**src/rtl/lsag_pkg.sv**
```systemverilog
package lsag_pkg;

    localparam int unsigned ADDR_W  = 32;
    localparam int unsigned IMM_W   = 12;
    localparam int unsigned SHAMT_W = $clog2(ADDR_W);

    typedef enum logic [1:0] {
        OFS_ZERO   = 2'd0,
        OFS_IMM    = 2'd1,
        OFS_REG    = 2'd2,
        OFS_SCALED = 2'd3
    } ofs_form_e;

    typedef enum logic [1:0] {
        SHF_LSL = 2'd0,
        SHF_LSR = 2'd1,
        SHF_ASR = 2'd2,
        SHF_ROR = 2'd3
    } shf_kind_e;

    // Control decoded once for the barrel stages.
    typedef struct packed {
        logic to_left;
        logic rotate;
        logic fill;
    } shf_ctrl_t;

endpackage

```
**src/rtl/lsag_shifter.sv**
```systemverilog
module lsag_shifter
    import lsag_pkg::*;
#(
    parameter int unsigned XLEN = ADDR_W,
    localparam int unsigned AW  = $clog2(XLEN)
) (
    input  logic [XLEN-1:0] data_i,
    input  shf_kind_e       kind_i,
    input  logic [AW-1:0]   amt_i,
    input  logic            carry_i,
    output logic [XLEN-1:0] data_o
);

    shf_ctrl_t       ctrl;
    logic [XLEN-1:0] din_rev;
    logic [XLEN-1:0] dout_rev;
    logic [XLEN-1:0] stg [AW+1];
    logic [XLEN-1:0] barrel;
    logic [XLEN-1:0] amt_zero_val;

    always_comb begin
        ctrl.to_left = (kind_i == SHF_LSL);
        ctrl.rotate  = (kind_i == SHF_ROR);
        ctrl.fill    = (kind_i == SHF_ASR) ? data_i[XLEN-1] : 1'b0;
    end

    // Left shifts reuse the right-shift stages on bit-reversed data.
    for (genvar i = 0; i < XLEN; i++) begin : g_rev
        assign din_rev[i]  = data_i[XLEN-1-i];
        assign dout_rev[i] = stg[AW][XLEN-1-i];
    end

    assign stg[0] = ctrl.to_left ? din_rev : data_i;

    for (genvar k = 0; k < AW; k++) begin : g_stage
        localparam int unsigned S = 1 << k;
        logic [S-1:0] upper;
        assign upper      = ctrl.rotate ? stg[k][S-1:0] : {S{ctrl.fill}};
        assign stg[k+1]   = amt_i[k] ? {upper, stg[k][XLEN-1:S]} : stg[k];
    end

    assign barrel = ctrl.to_left ? dout_rev : stg[AW];

    // An encoded amount of zero has its own meaning for each kind.
    always_comb begin
        unique case (kind_i)
            SHF_LSL: amt_zero_val = data_i;
            SHF_LSR: amt_zero_val = '0;
            SHF_ASR: amt_zero_val = {XLEN{data_i[XLEN-1]}};
            default: amt_zero_val = {carry_i, data_i[XLEN-1:1]};
        endcase
    end

    assign data_o = (amt_i == '0) ? amt_zero_val : barrel;

endmodule

```
**src/rtl/lsag_offset_mux.sv**
```systemverilog
module lsag_offset_mux
    import lsag_pkg::*;
#(
    parameter int unsigned XLEN  = ADDR_W,
    parameter int unsigned IMM_N = IMM_W
) (
    input  ofs_form_e        form_i,
    input  logic [IMM_N-1:0] imm_i,
    input  logic [XLEN-1:0]  index_i,
    input  logic [XLEN-1:0]  scaled_i,
    output logic [XLEN-1:0]  offset_o
);

    localparam int unsigned PAD = XLEN - IMM_N;

    always_comb begin
        unique case (form_i)
            OFS_ZERO: offset_o = '0;
            OFS_IMM:  offset_o = {{PAD{1'b0}}, imm_i};
            OFS_REG:  offset_o = index_i;
            default:  offset_o = scaled_i;
        endcase
    end

endmodule

```
**src/rtl/lsag_addr_unit.sv**
```systemverilog
module lsag_addr_unit #(
    parameter int unsigned XLEN = lsag_pkg::ADDR_W
) (
    input  logic [XLEN-1:0] base_i,
    input  logic [XLEN-1:0] offset_i,
    input  logic            up_i,
    output logic [XLEN-1:0] addr_o
);

    logic [XLEN-1:0] operand;
    logic [XLEN:0]   sum;

    // Subtraction as base + ~offset + 1 keeps a single carry chain.
    assign operand = up_i ? offset_i : ~offset_i;
    assign sum     = {1'b0, base_i} + {1'b0, operand} + {{XLEN{1'b0}}, ~up_i};
    assign addr_o  = sum[XLEN-1:0];

endmodule

```
**src/rtl/ls_addr_gen.sv**
```systemverilog
module ls_addr_gen
    import lsag_pkg::*;
#(
    parameter int unsigned XLEN  = ADDR_W,
    parameter int unsigned IMM_N = IMM_W,
    localparam int unsigned AW   = $clog2(XLEN)
) (
    input  logic [XLEN-1:0]  base_i,
    input  logic [XLEN-1:0]  index_i,
    input  logic [IMM_N-1:0] imm_i,
    input  logic [1:0]       form_i,
    input  logic             up_i,
    input  logic [1:0]       kind_i,
    input  logic [AW-1:0]    amt_i,
    input  logic             carry_i,
    output logic [XLEN-1:0]  addr_o,
    output logic [XLEN-1:0]  offset_o
);

    ofs_form_e       form;
    shf_kind_e       kind;
    logic [XLEN-1:0] scaled;
    logic [XLEN-1:0] offset;

    assign form = ofs_form_e'(form_i);
    assign kind = shf_kind_e'(kind_i);

    lsag_shifter #(.XLEN(XLEN)) u_shifter (
        .data_i  (index_i),
        .kind_i  (kind),
        .amt_i   (amt_i),
        .carry_i (carry_i),
        .data_o  (scaled)
    );

    lsag_offset_mux #(.XLEN(XLEN), .IMM_N(IMM_N)) u_offset_mux (
        .form_i   (form),
        .imm_i    (imm_i),
        .index_i  (index_i),
        .scaled_i (scaled),
        .offset_o (offset)
    );

    lsag_addr_unit #(.XLEN(XLEN)) u_addr_unit (
        .base_i   (base_i),
        .offset_i (offset),
        .up_i     (up_i),
        .addr_o   (addr_o)
    );

    assign offset_o = offset;

endmodule

```
**config.mk**
```make
export PLATFORM = sky130hd
export DESIGN_NAME = ls_addr_gen
export DESIGN_NICKNAME = d
export VERILOG_FILES = /design/src/rtl/lsag_pkg.sv /design/src/rtl/lsag_shifter.sv /design/src/rtl/lsag_offset_mux.sv /design/src/rtl/lsag_addr_unit.sv /design/src/rtl/ls_addr_gen.sv
export SDC_FILE = /design/constraint.sdc
export NUM_CORES = 1
export LEC_CHECK = 0
export BUFFER_PORTS_ARGS = -buffer_cell sky130_fd_sc_hd__clkbuf_2
export CAP_MARGIN = 15
export CORE_MARGIN = 2
export CORE_UTILIZATION = 35
export DETAILED_ROUTE_END_ITERATION = 16
export GPL_ROUTABILITY_DRIVEN = 0
export PLACE_DENSITY_LB_ADDON = 0.1
export SLEW_MARGIN = 10
export SYNTH_ARGS = -nofsm -noshare
export SYNTH_HDL_FRONTEND = slang
export SYNTH_SLANG_ARGS = --single-unit
```
**constraint.sdc**
```tcl
create_clock -name vclk -period 9.2
set_input_delay 0.92 -clock vclk [all_inputs]
set_output_delay 0.92 -clock vclk [all_outputs]
set_load 0.01 [all_outputs]
```
Word level (Yosys, flattened, before mapping)
Index checks and enable logic that the tools add are counted.
{"block": "classes", "n_eq_ne": 5, "muxes": 17, "n_addsub": 2, "reduce_logical": 3, "bitwise_logic": 2}
{"operator": "$mux W32", "count": 9}
{"operator": "$pmux W32 S3", "count": 2}
{"operator": "$add A32 B1 Y32", "count": 1}
{"operator": "$add A32 B32 Y32", "count": 1}
{"operator": "$not A32 Y32", "count": 1}
{"operator": "$mux W16", "count": 1}
{"operator": "$mux W8", "count": 1}
{"operator": "$eq A2 B2 Y1 const B", "count": 3}
{"operator": "$logic_not A5 Y1", "count": 1}
{"operator": "$eq A2 B1 Y1 const B", "count": 2}
{"operator": "$logic_not A2 Y1", "count": 2}
{"operator": "$mux W4", "count": 1}
{"operator": "$mux W1", "count": 2}
{"operator": "$mux W2", "count": 1}
{"operator": "$not A1 Y1", "count": 1}
{"block": "word_totals", "word_cells": 29, "in_bits": 87, "output_inout_bits": 64, "ff_bits": 0}

Longest topological paths before layout
Gate-level depths: netlist of run 1.
{"block": "logic_depth", "depth_word": 19, "depth_mapped": 24, "ltp_nobuf": 19}

Hierarchy
A second synthesis of run 1 with hierarchy kept.
{"block": "unflattened", "hier_cells": 880, "hier_area_um2": 6597.6}
{"mod": "lsag_shifter", "instances": 1, "seq_area_each_um2": 0.0, "cells_per_inst": 519, "area_each_um2": 3822.4}
{"mod": "lsag_addr_unit", "instances": 1, "seq_area_each_um2": 0.0, "cells_per_inst": 288, "area_each_um2": 2110.8}
{"mod": "lsag_offset_mux", "instances": 1, "seq_area_each_um2": 0.0, "cells_per_inst": 73, "area_each_um2": 664.4}

Least setup slack after synthesis of run 1
OpenSTA, ideal clock, no wires.
{"block": "synth_path", "path_type": "input port to output port", "start": "in kind_i[1]", "end": "out addr_o[28]", "cell_stages": 21, "path_slack_ns": 2.347, "path_buffers": 3, "arrival_ns": 5.933, "t_required_ns": 8.280, "cell_sequence": "buf_6 nor2_1 buf_4 buf_4 mux4_2 mux4_2 nand2_1 o311ai_0 o31a_1 a21oi_1 o21ai_0 xnor2_1 fa_1 a21oi_1 o21ai_0 a2111oi_0 nor3_1 o2111ai_1 a21oi_1 o41ai_1 a21boi_0"}
{"block": "synth_via", "elab_chain_len": 15, "word_cells_on_any_way": 24, "cone_classes": "add/sub: 2; eq/ne: 3; mux: 17; bitwise: 1; reduce/logical: 1"}
{"item": "start: declaration", "line_no": "ls_addr_gen.sv:13", "source": "input logic [1:0] kind_i,"}
{"item": "$eq A2 B2 Y1 / $logic_not A2 Y1 (equally long branches)", "line_no": "lsag_shifter.sv:24, lsag_shifter.sv:46, lsag_shifter.sv:22"}
{"item": "$mux W1 / $mux W32 (equally long branches)", "line_no": "lsag_shifter.sv:24, lsag_shifter.sv:33"}
{"item": "$mux W1 / $mux W32 (equally long branches)", "line_no": "lsag_shifter.sv:38, lsag_shifter.sv:39"}
{"item": "$mux W32 / $mux W2 (equally long branches)", "line_no": "lsag_shifter.sv:39, lsag_shifter.sv:38"}
{"item": "$mux W32 / $mux W4 (equally long branches)", "line_no": "lsag_shifter.sv:39, lsag_shifter.sv:38"}
{"item": "$mux W32 / $mux W8 (equally long branches)", "line_no": "lsag_shifter.sv:39, lsag_shifter.sv:38"}
{"item": "$mux W32 / $mux W16 (equally long branches)", "line_no": "lsag_shifter.sv:39, lsag_shifter.sv:38"}
{"item": "$mux W32", "line_no": "lsag_shifter.sv:39", "source": "assign stg[k+1] = amt_i[k] ? {upper, stg[k][XLEN-1:S]} : stg[k];"}
{"item": "$mux W32", "line_no": "lsag_shifter.sv:42", "source": "assign barrel = ctrl.to_left ? dout_rev : stg[AW];"}
{"item": "$mux W32 (*)", "line_no": "lsag_shifter.sv:54", "source": "assign data_o = (amt_i == '0) ? amt_zero_val : barrel;"}
{"item": "$pmux W32 S3 (*)", "line_no": "lsag_offset_mux.sv:17", "source": "unique case (form_i)"}
{"item": "net offset_o[1]", "line_no": "ls_addr_gen.sv:17", "source": "output logic [XLEN-1:0] offset_o"}
{"item": "$not A32 Y32", "line_no": "lsag_addr_unit.sv:14", "source": "assign operand = up_i ? offset_i : ~offset_i;"}
{"item": "$mux W32 (*)", "line_no": "lsag_addr_unit.sv:14"}
{"item": "$add A32 B32 Y32 (*)", "line_no": "lsag_addr_unit.sv:15", "source": "assign sum = {1'b0, base_i} + {1'b0, operand} + {{XLEN{1'b0}}, ~up_i};"}
{"item": "$add A32 B1 Y32 (*)", "line_no": "lsag_addr_unit.sv:15"}
{"item": "end: declaration", "line_no": "ls_addr_gen.sv:16", "source": "output logic [XLEN-1:0] addr_o,"}
The timed path passes the listed nets; every way through them passes the cells marked *.

Worst setup path after layout of run 1
{"block": "layout_path", "start": "in kind_i[1]", "end": "out addr_o[30]"}
{"block": "layout_via", "elab_chain_len": 15, "word_cells_on_any_way": 24, "cone_classes": "add/sub: 2; eq/ne: 3; mux: 17; bitwise: 1; reduce/logical: 1"}
{"item": "$eq A2 B2 Y1 / $logic_not A2 Y1 (equally long branches)", "line_no": "lsag_shifter.sv:24, lsag_shifter.sv:46, lsag_shifter.sv:22"}
{"item": "$mux W1 / $mux W32 (equally long branches)", "line_no": "lsag_shifter.sv:24, lsag_shifter.sv:33"}
{"item": "$mux W1 / $mux W32 (equally long branches)", "line_no": "lsag_shifter.sv:38, lsag_shifter.sv:39"}
{"item": "$mux W32 / $mux W2 (equally long branches)", "line_no": "lsag_shifter.sv:39, lsag_shifter.sv:38"}
{"item": "$mux W32 / $mux W4 (equally long branches)", "line_no": "lsag_shifter.sv:39, lsag_shifter.sv:38"}
{"item": "$mux W32 / $mux W8 (equally long branches)", "line_no": "lsag_shifter.sv:39, lsag_shifter.sv:38"}
{"item": "$mux W32 / $mux W16 (equally long branches)", "line_no": "lsag_shifter.sv:39, lsag_shifter.sv:38"}
{"item": "$mux W32", "line_no": "lsag_shifter.sv:39"}
{"item": "$mux W32", "line_no": "lsag_shifter.sv:42"}
{"item": "$mux W32 (*)", "line_no": "lsag_shifter.sv:54"}
{"item": "$pmux W32 S3 (*)", "line_no": "lsag_offset_mux.sv:17"}
{"item": "$not A32 Y32", "line_no": "lsag_addr_unit.sv:14"}
{"item": "$mux W32 (*)", "line_no": "lsag_addr_unit.sv:14"}
{"item": "$add A32 B32 Y32 (*)", "line_no": "lsag_addr_unit.sv:15"}
{"item": "$add A32 B1 Y32 (*)", "line_no": "lsag_addr_unit.sv:15"}
Every way passes the cells marked *; elsewhere a longest branch is shown, timed or not.

==> key figures, run 1 <==
Detailed routing
  – First-pass detailed-route iteration total: 5
  – Detailed Route WL: about 36000 um
  – Post-route ant nets: 0
  – Wirelength per Cell: about 26 um
  – Drt drc: 0
  – Vias post-DR: ~9000
  – DRC marker count from the first detailed-route iteration: 835
  – Vias/cell: between 6 and 7

Power
  – Sw Share: 0.597
  – Net Switching: around 0.47 mW
  – Flop pwr share: 0
  – Comb power frac: 1.000
  – Pwr/cell area: between 90 and 100 nW/um2
  – Clk pwr share: 0
  – Tot Pwr: between 0.7 and 0.8 mW
  – Power Internal: 0.319 mW
  – Peak VDD IR: ~0.045 mV
  – Leak: 3.52 nW

CTS
  – Post-CTS setup buffers: 0
  – CTS resizes: 0
  – # hold bufs at CTS: 0

Synthesis
  – Synth top area cells: mux4_2 (19%), a21oi_1 (7.5%), mux2i_1 (7.1%)
  – Sequential fraction of the synthesis area: 0
  – Synth unique cells: 80
  – Synthesized Nets: roughly 1200
  – Largest area contributor in the netlist: mux4_2
  – Synth Area per Inst: about 7.4 um2
  – Post-synth top area share: 0.187
  – Synth warn: 0
  – Post-synthesis cell count: between 1000 and 1500
  – Mapped cell area: 7720 um2

Floorplan
  – I/O pin total: between 150 and 200
  – Die height: around 150 um
  – Die area: between 20000 and 25000 um2
  – Row count: 54
  – Starting Density: 0.355
  – Core Region: roughly 22000 um2
  – Die width: 153 um

STA
  – Fin crit share: 0.910
  – Worst rel slew slack: 0.370
  – Setup Viol. Count Final: 0
  – Final Max Tran Viols: 0
  – Final count of hold timing violations: 0
  – Worst-Margin Slew: approximately 0.94 ns
  – Final setup margin: 0.831 ns
  – TNS Setup: 0 ns
  – FMAX: approximately 0.12 GHz
  – Clock period minus worst slack: between 8 and 9 ns
  – RSZ-0062 raised after global routing: false

Placed design
  – Setup WS pre-CTS: ~0.9 ns
  – Placed Area: roughly 8500 um2
  – Dpl hpwl: 26800 um
  – Port buffer count: 151
  – Cells after DPL: approximately 1400

Critical path
  – Worst Path Arrival: about 7.5 ns
  – Critical path type: in2out
  – Critical Path Start: kind_i[1]
  – Startpoint types: primary input
  – Crit. End Element: primary output
  – Crit-path max FO: 47
  – Critical Path RT: about 8.3 ns

Global routing
  – Antenna violations before repair: 1
  – First-pass GRT wire length: approximately 52000 um
  – Total grt overflow: 0
  – Vias in the first global route: approximately 8400
  – GRT Total Usage: 0.286
  – Largest net degree at the start of global routing: roughly 50

Layout
  – Clkbuf count: 0
  – FFs & Latches: 0
  – Register area: 0 um2
  – Final Non-Filler Cells: about 1400
  – Final Cell Area: around 8500 um2
  – Area Overhead vs Synth: 9.74%
  – # diodes: 0
  – Final #Nets: 1220
  – Share of layout cells above drive strength 1: 0.265
  – # fillers: 2346

Min path
  – HP Start: base_i[0]
  – HP Class: in2out
  – WHS Path Cells: 4

Run
  – Max-cap viol count: 0

Outcome
  – Outcome: finished clean
-- cells in the mapped netlist, types with 5 or more instances --
cell       count
a21oi_1      115
nand2_1      101
clkbuf_1      83
nor2_1        69
mux4_2        64
o21ai_0       59
mux2i_1       55
xnor2_1       45
mux2_2        34
ha_1          32
a21o_1        28
inv_1         26
nor3_1        25
a211oi_1      19
and2_1        19
nand3_1       18
o21a_1        15
nor2b_1       12
o31ai_1       11
a31oi_1       10
a22oi_1        8
buf_1          8
o211ai_1       8
o21ai_1        8
xor2_1         8
a211o_1        7
buf_4          7
nand4_1        7
o2bb2ai_1      7
o311ai_0       7
nand2b_1       6
buf_6          5
clkbuf_2       5
o2111ai_1      5
o211a_1        5
o21bai_1       5
o221ai_1       5
-- power groups by stage --
stage | combinational (mW) | clock [mW] | sequential, mW
4_1_cts | 0.782 | 0 | 0
3_3_place_gp | 0.783 | 0 | 0
5_1_grt | 0.851 | 0 | 0
2_1_floorplan | 0.538 | 0 | 0
6_report | 0.793 | 0 | 0
3_5_place_dp | 0.779 | 0 | 0
-- stage by stage --
step	hold WS [ns]	util
after global routing	2.28	0.390
final	2.23	0.390
after detailed placement	2.24	0.390
after floorplan	2.01	-
after global placement	2.23	0.390
after CTS	2.24	0.390
-- routing by layer --
metal  routed length (um)  vias to the layer above  track usage
li1                     -                     4084            -
met1                14800                     4445        0.396
met2                16300                      574        0.467
met3                 3470                       67       0.0353
met4                 1080                        0       0.0829
met5                    0                        -            0
-- worst paths after layout --
check	endpoint	slack (ns)
hold / removal	addr_o[0]	2.23
setup / recovery	addr_o[30]	0.83
-- logic make-up after synthesis --
group / Yosys count / synth area share
compound gates: 374 / 0.320
xor+xnor: 53 / 0.0601
fa+ha+maj: 33 / 0.0544
buf+inv: 144 / 0.0815
mux: 155 / 0.314
simple gates: 282 / 0.170
-- critical path: stages --
cell and delay, ns:
clkbuf_2 0.37, or2_4 0.73, mux4_2 0.62, mux4_2 0.47
nand2_1 0.11, o311ai_0 0.13, o31a_1 0.18, a21oi_1 0.21
o21ai_0 0.22, xnor2_1 0.24, fa_1 0.46, a21oi_1 0.19
o21ai_0 0.12, a2111oi_0 0.71, nor3_1 0.21, o2111ai_1 0.33
a21oi_1 0.17, o41ai_1 0.54, nand3_1 0.12, o311ai_0 0.13
clkbuf_2 0.20
-- area by class of cell --
| type | instances | area [um2] | area share |
|---|---|---|---|
| Inverter | 31 | 116 | 0.0137 |
| Multi-Input combinational cell | 897 | 7110 | 0.839 |
| Timing Repair Buffer | 170 | 901 | 0.106 |
| Tap cell | 280 | 350 | 0.0413 |
-- cells in the final DEF (no fill, tap or decap), types with 20 or more instances in the layout --
cell,instances
mux2_2,34
xnor2_1,45
nor3_1,25
ha_1,32
mux4_2,64
inv_1,26
o21ai_0,59
mux2i_1,55
a21o_1,28
nor2_1,68
nand2_1,101
a21oi_1,115
buf_4,20
clkbuf_2,150
Note: power is estimated with default switching activity, not from simulation.
==> run 2, diff against run 1 <==
Settings changed: ABC_AREA from default to 1, CAP_MARGIN 15 to default.
==> run 2 against run 1 <==
Effect of this change:
- synthesized area down 24%
- sequential share of layout area unchanged
- utilization up 1.6 points
- via count down 8.0%
- wire length down 22%
- non-clock buffer count down 4
- first-iteration DRC count up 5.0%
- synthesized cell count up 12%
- largest cell class unchanged
- largest power group unchanged
==> key figures, run 2 <==
Outcome
  – Outcome: finished clean

Critical path
  – Cell depth of the worst setup path: 39
  – Critical path's largest stage delay: 0.64 ns
  – Worst path top cell family by delay: compound AO/OA/AOI/OAI gates
  – Crit. End Element: primary output
  – Cell mode on critical path: nand2_1
  – Crit-path max FO: 36
  – Critical-path top delay cell: nor2_4
  – Worst Path Arrival: ~6.8 ns
  – Critical path type: in2out
  – Critical Path RT: between 8 and 9 ns
  – CP bufs+invs: 3
  – Startpoint types: primary input

Floorplan
  – Row count: 47
  – Die width: between 100 and 150 um
  – Die area: roughly 18000 um2
  – Core Region: ~16000 um2
  – Starting Density: 0.356
  – Die height: 133 um
  – I/O pin total: 151

Power
  – Sw Share: 0.654
  – Power Internal: approximately 0.22 mW
  – Peak VDD IR: 0.0413 mV
  – Comb power frac: 1.000
  – Clk pwr share: 0
  – Leak: roughly 3.7 nW
  – Pwr/cell area: between 90 and 100 nW/um2
  – Net Switching: 0.411 mW
  – Flop pwr share: 0

STA
  – Clock period minus worst slack: just under 8 ns
  – RSZ-0062 raised after global routing: false
  – FMAX: roughly 0.13 GHz
  – TNS Setup: 0 ns
  – Worst rel slew slack: 0.332
  – Hold slack: around 2.2 ns
  – Final Max Tran Viols: 0
  – Final count of hold timing violations: 0
  – Worst-Margin Slew: roughly 1 ns
  – Setup Viol. Count Final: 0
  – Fin crit share: 0.838

CTS
  – Post-CTS setup buffers: 0
  – CTS resizes: 0
  – # hold bufs at CTS: 0

Detailed routing
  – Drt drc: 0
  – Detailed Route WL: approximately 28000 um
  – Post-route ant nets: 0
  – First-pass detailed-route iteration total: 6
  – Vias post-DR: about 8400
  – Vias/cell: between 5 and 6
  – DRC marker count from the first detailed-route iteration: between 800 and 900
  – Wirelength per Cell: 18.7 um

Min path
  – WHS Path Cells: 4
  – HP Class: in2out

Global routing
  – Vias in the first global route: roughly 7600
  – First-pass GRT wire length: about 42000 um
  – Antenna violations before repair: 0
  – GRT Total Usage: 0.296
  – Largest net degree at the start of global routing: 37
  – Total grt overflow: 0

Layout
  – Final #Nets: approximately 1400
  – FFs & Latches: 0
  – Area Overhead vs Synth: 13.9%
  – Leading cell type in the layout, fill and taps excluded: nand2_1
  – # diodes: 0
  – Register area: 0 um2
  – Clkbuf count: 0
  – Commonest cells after routing, fill and taps aside: nand2_1 (378), nand3_1 (155), clkbuf_2 (151)
  – Share of layout cells above drive strength 1: 0.159

Run
  – Max-cap viol count: 0

Synthesis
  – Top cells by count, synth: nand2_1 (379), nand3_1 (155), o21ai_0 (148)
  – Synth warn: 0
  – Sequential fraction of the synthesis area: 0
  – Synth Area per Inst: a little over 5 um2
  – Count leader, synth: nand2_1
  – Post-synthesis cell count: 1163
  – Synthesized Nets: approximately 1300
  – Synth top area cells: nand2_1 (24%), nand3_1 (13%), o21ai_0 (13%)
  – Largest area contributor in the netlist: nand2_1
  – Post-synth top area share: 0.243
  – Mapped cell area: 5870 um2
  – Synth unique cells: 39

Placed design
  – Port buffer count: 151
  – Dpl hpwl: 22500 um
==> run 2: metal layers <==
layer | vias up | track usage | share of wire
met2 | 436 | 0.482 | 0.44
li1 | 4095 | - | -
met3 | 64 | 0.0312 | 0.090
met1 | 3841 | 0.399 | 0.42
met5 | - | 0 | 0
met4 | 0 | 0.119 | 0.049
==> run 2: cells by family after synthesis <==
kind of cell             Yosys count  synth area share
AO/OA/AOI/OAI                    299             0.287
buffers and inverters            167             0.119
AND/OR/NAND/NOR                  607             0.436
adder cells (fa/ha/maj)           33            0.0717
XOR/XNOR                          53            0.0791
multiplexers                       4           0.00683
==> run 2: final cells by class <==
cell class | count | area (um2)
Multi-Input combinational cell | 996 | 5180
Tap cell | 220 | 275
Inverter | 96 | 360
Timing Repair Buffer | 166 | 868
Fill cell | 1990 | 9780
==> run 2: metrics by stage <==
step | total power [mW] | cell area (um2) | worst slack [ns] | utilization | cells
detailed placement | 0.620 | 6680 | 1.59 | 0.406 | 1478
global placement | 0.621 | 6680 | 1.60 | 0.406 | 1478
floorplan | 0.413 | 5870 | 3.28 | - | 1163
global route | 0.693 | 6680 | 0.898 | 0.406 | 1478
CTS | 0.622 | 6680 | 1.58 | 0.406 | 1478
finish | 0.629 | 6680 | 1.49 | 0.406 | 1478
==> run 2: worst paths after layout <==
check,end,startpoint,slack [ns]
worst min-delay path,addr_o[0],base_i[0],2.18
worst max-delay path,addr_o[30],kind_i[0],1.49
==> run 2: power by group through the flow <==
stage | clock (mW) | sequential (mW) | combinational (mW)
after floorplan | 0 | 0 | 0.413
after global placement | 0 | 0 | 0.621
after detailed placement | 0 | 0 | 0.620
after CTS | 0 | 0 | 0.622
after global routing | 0 | 0 | 0.693
final | 0 | 0 | 0.629
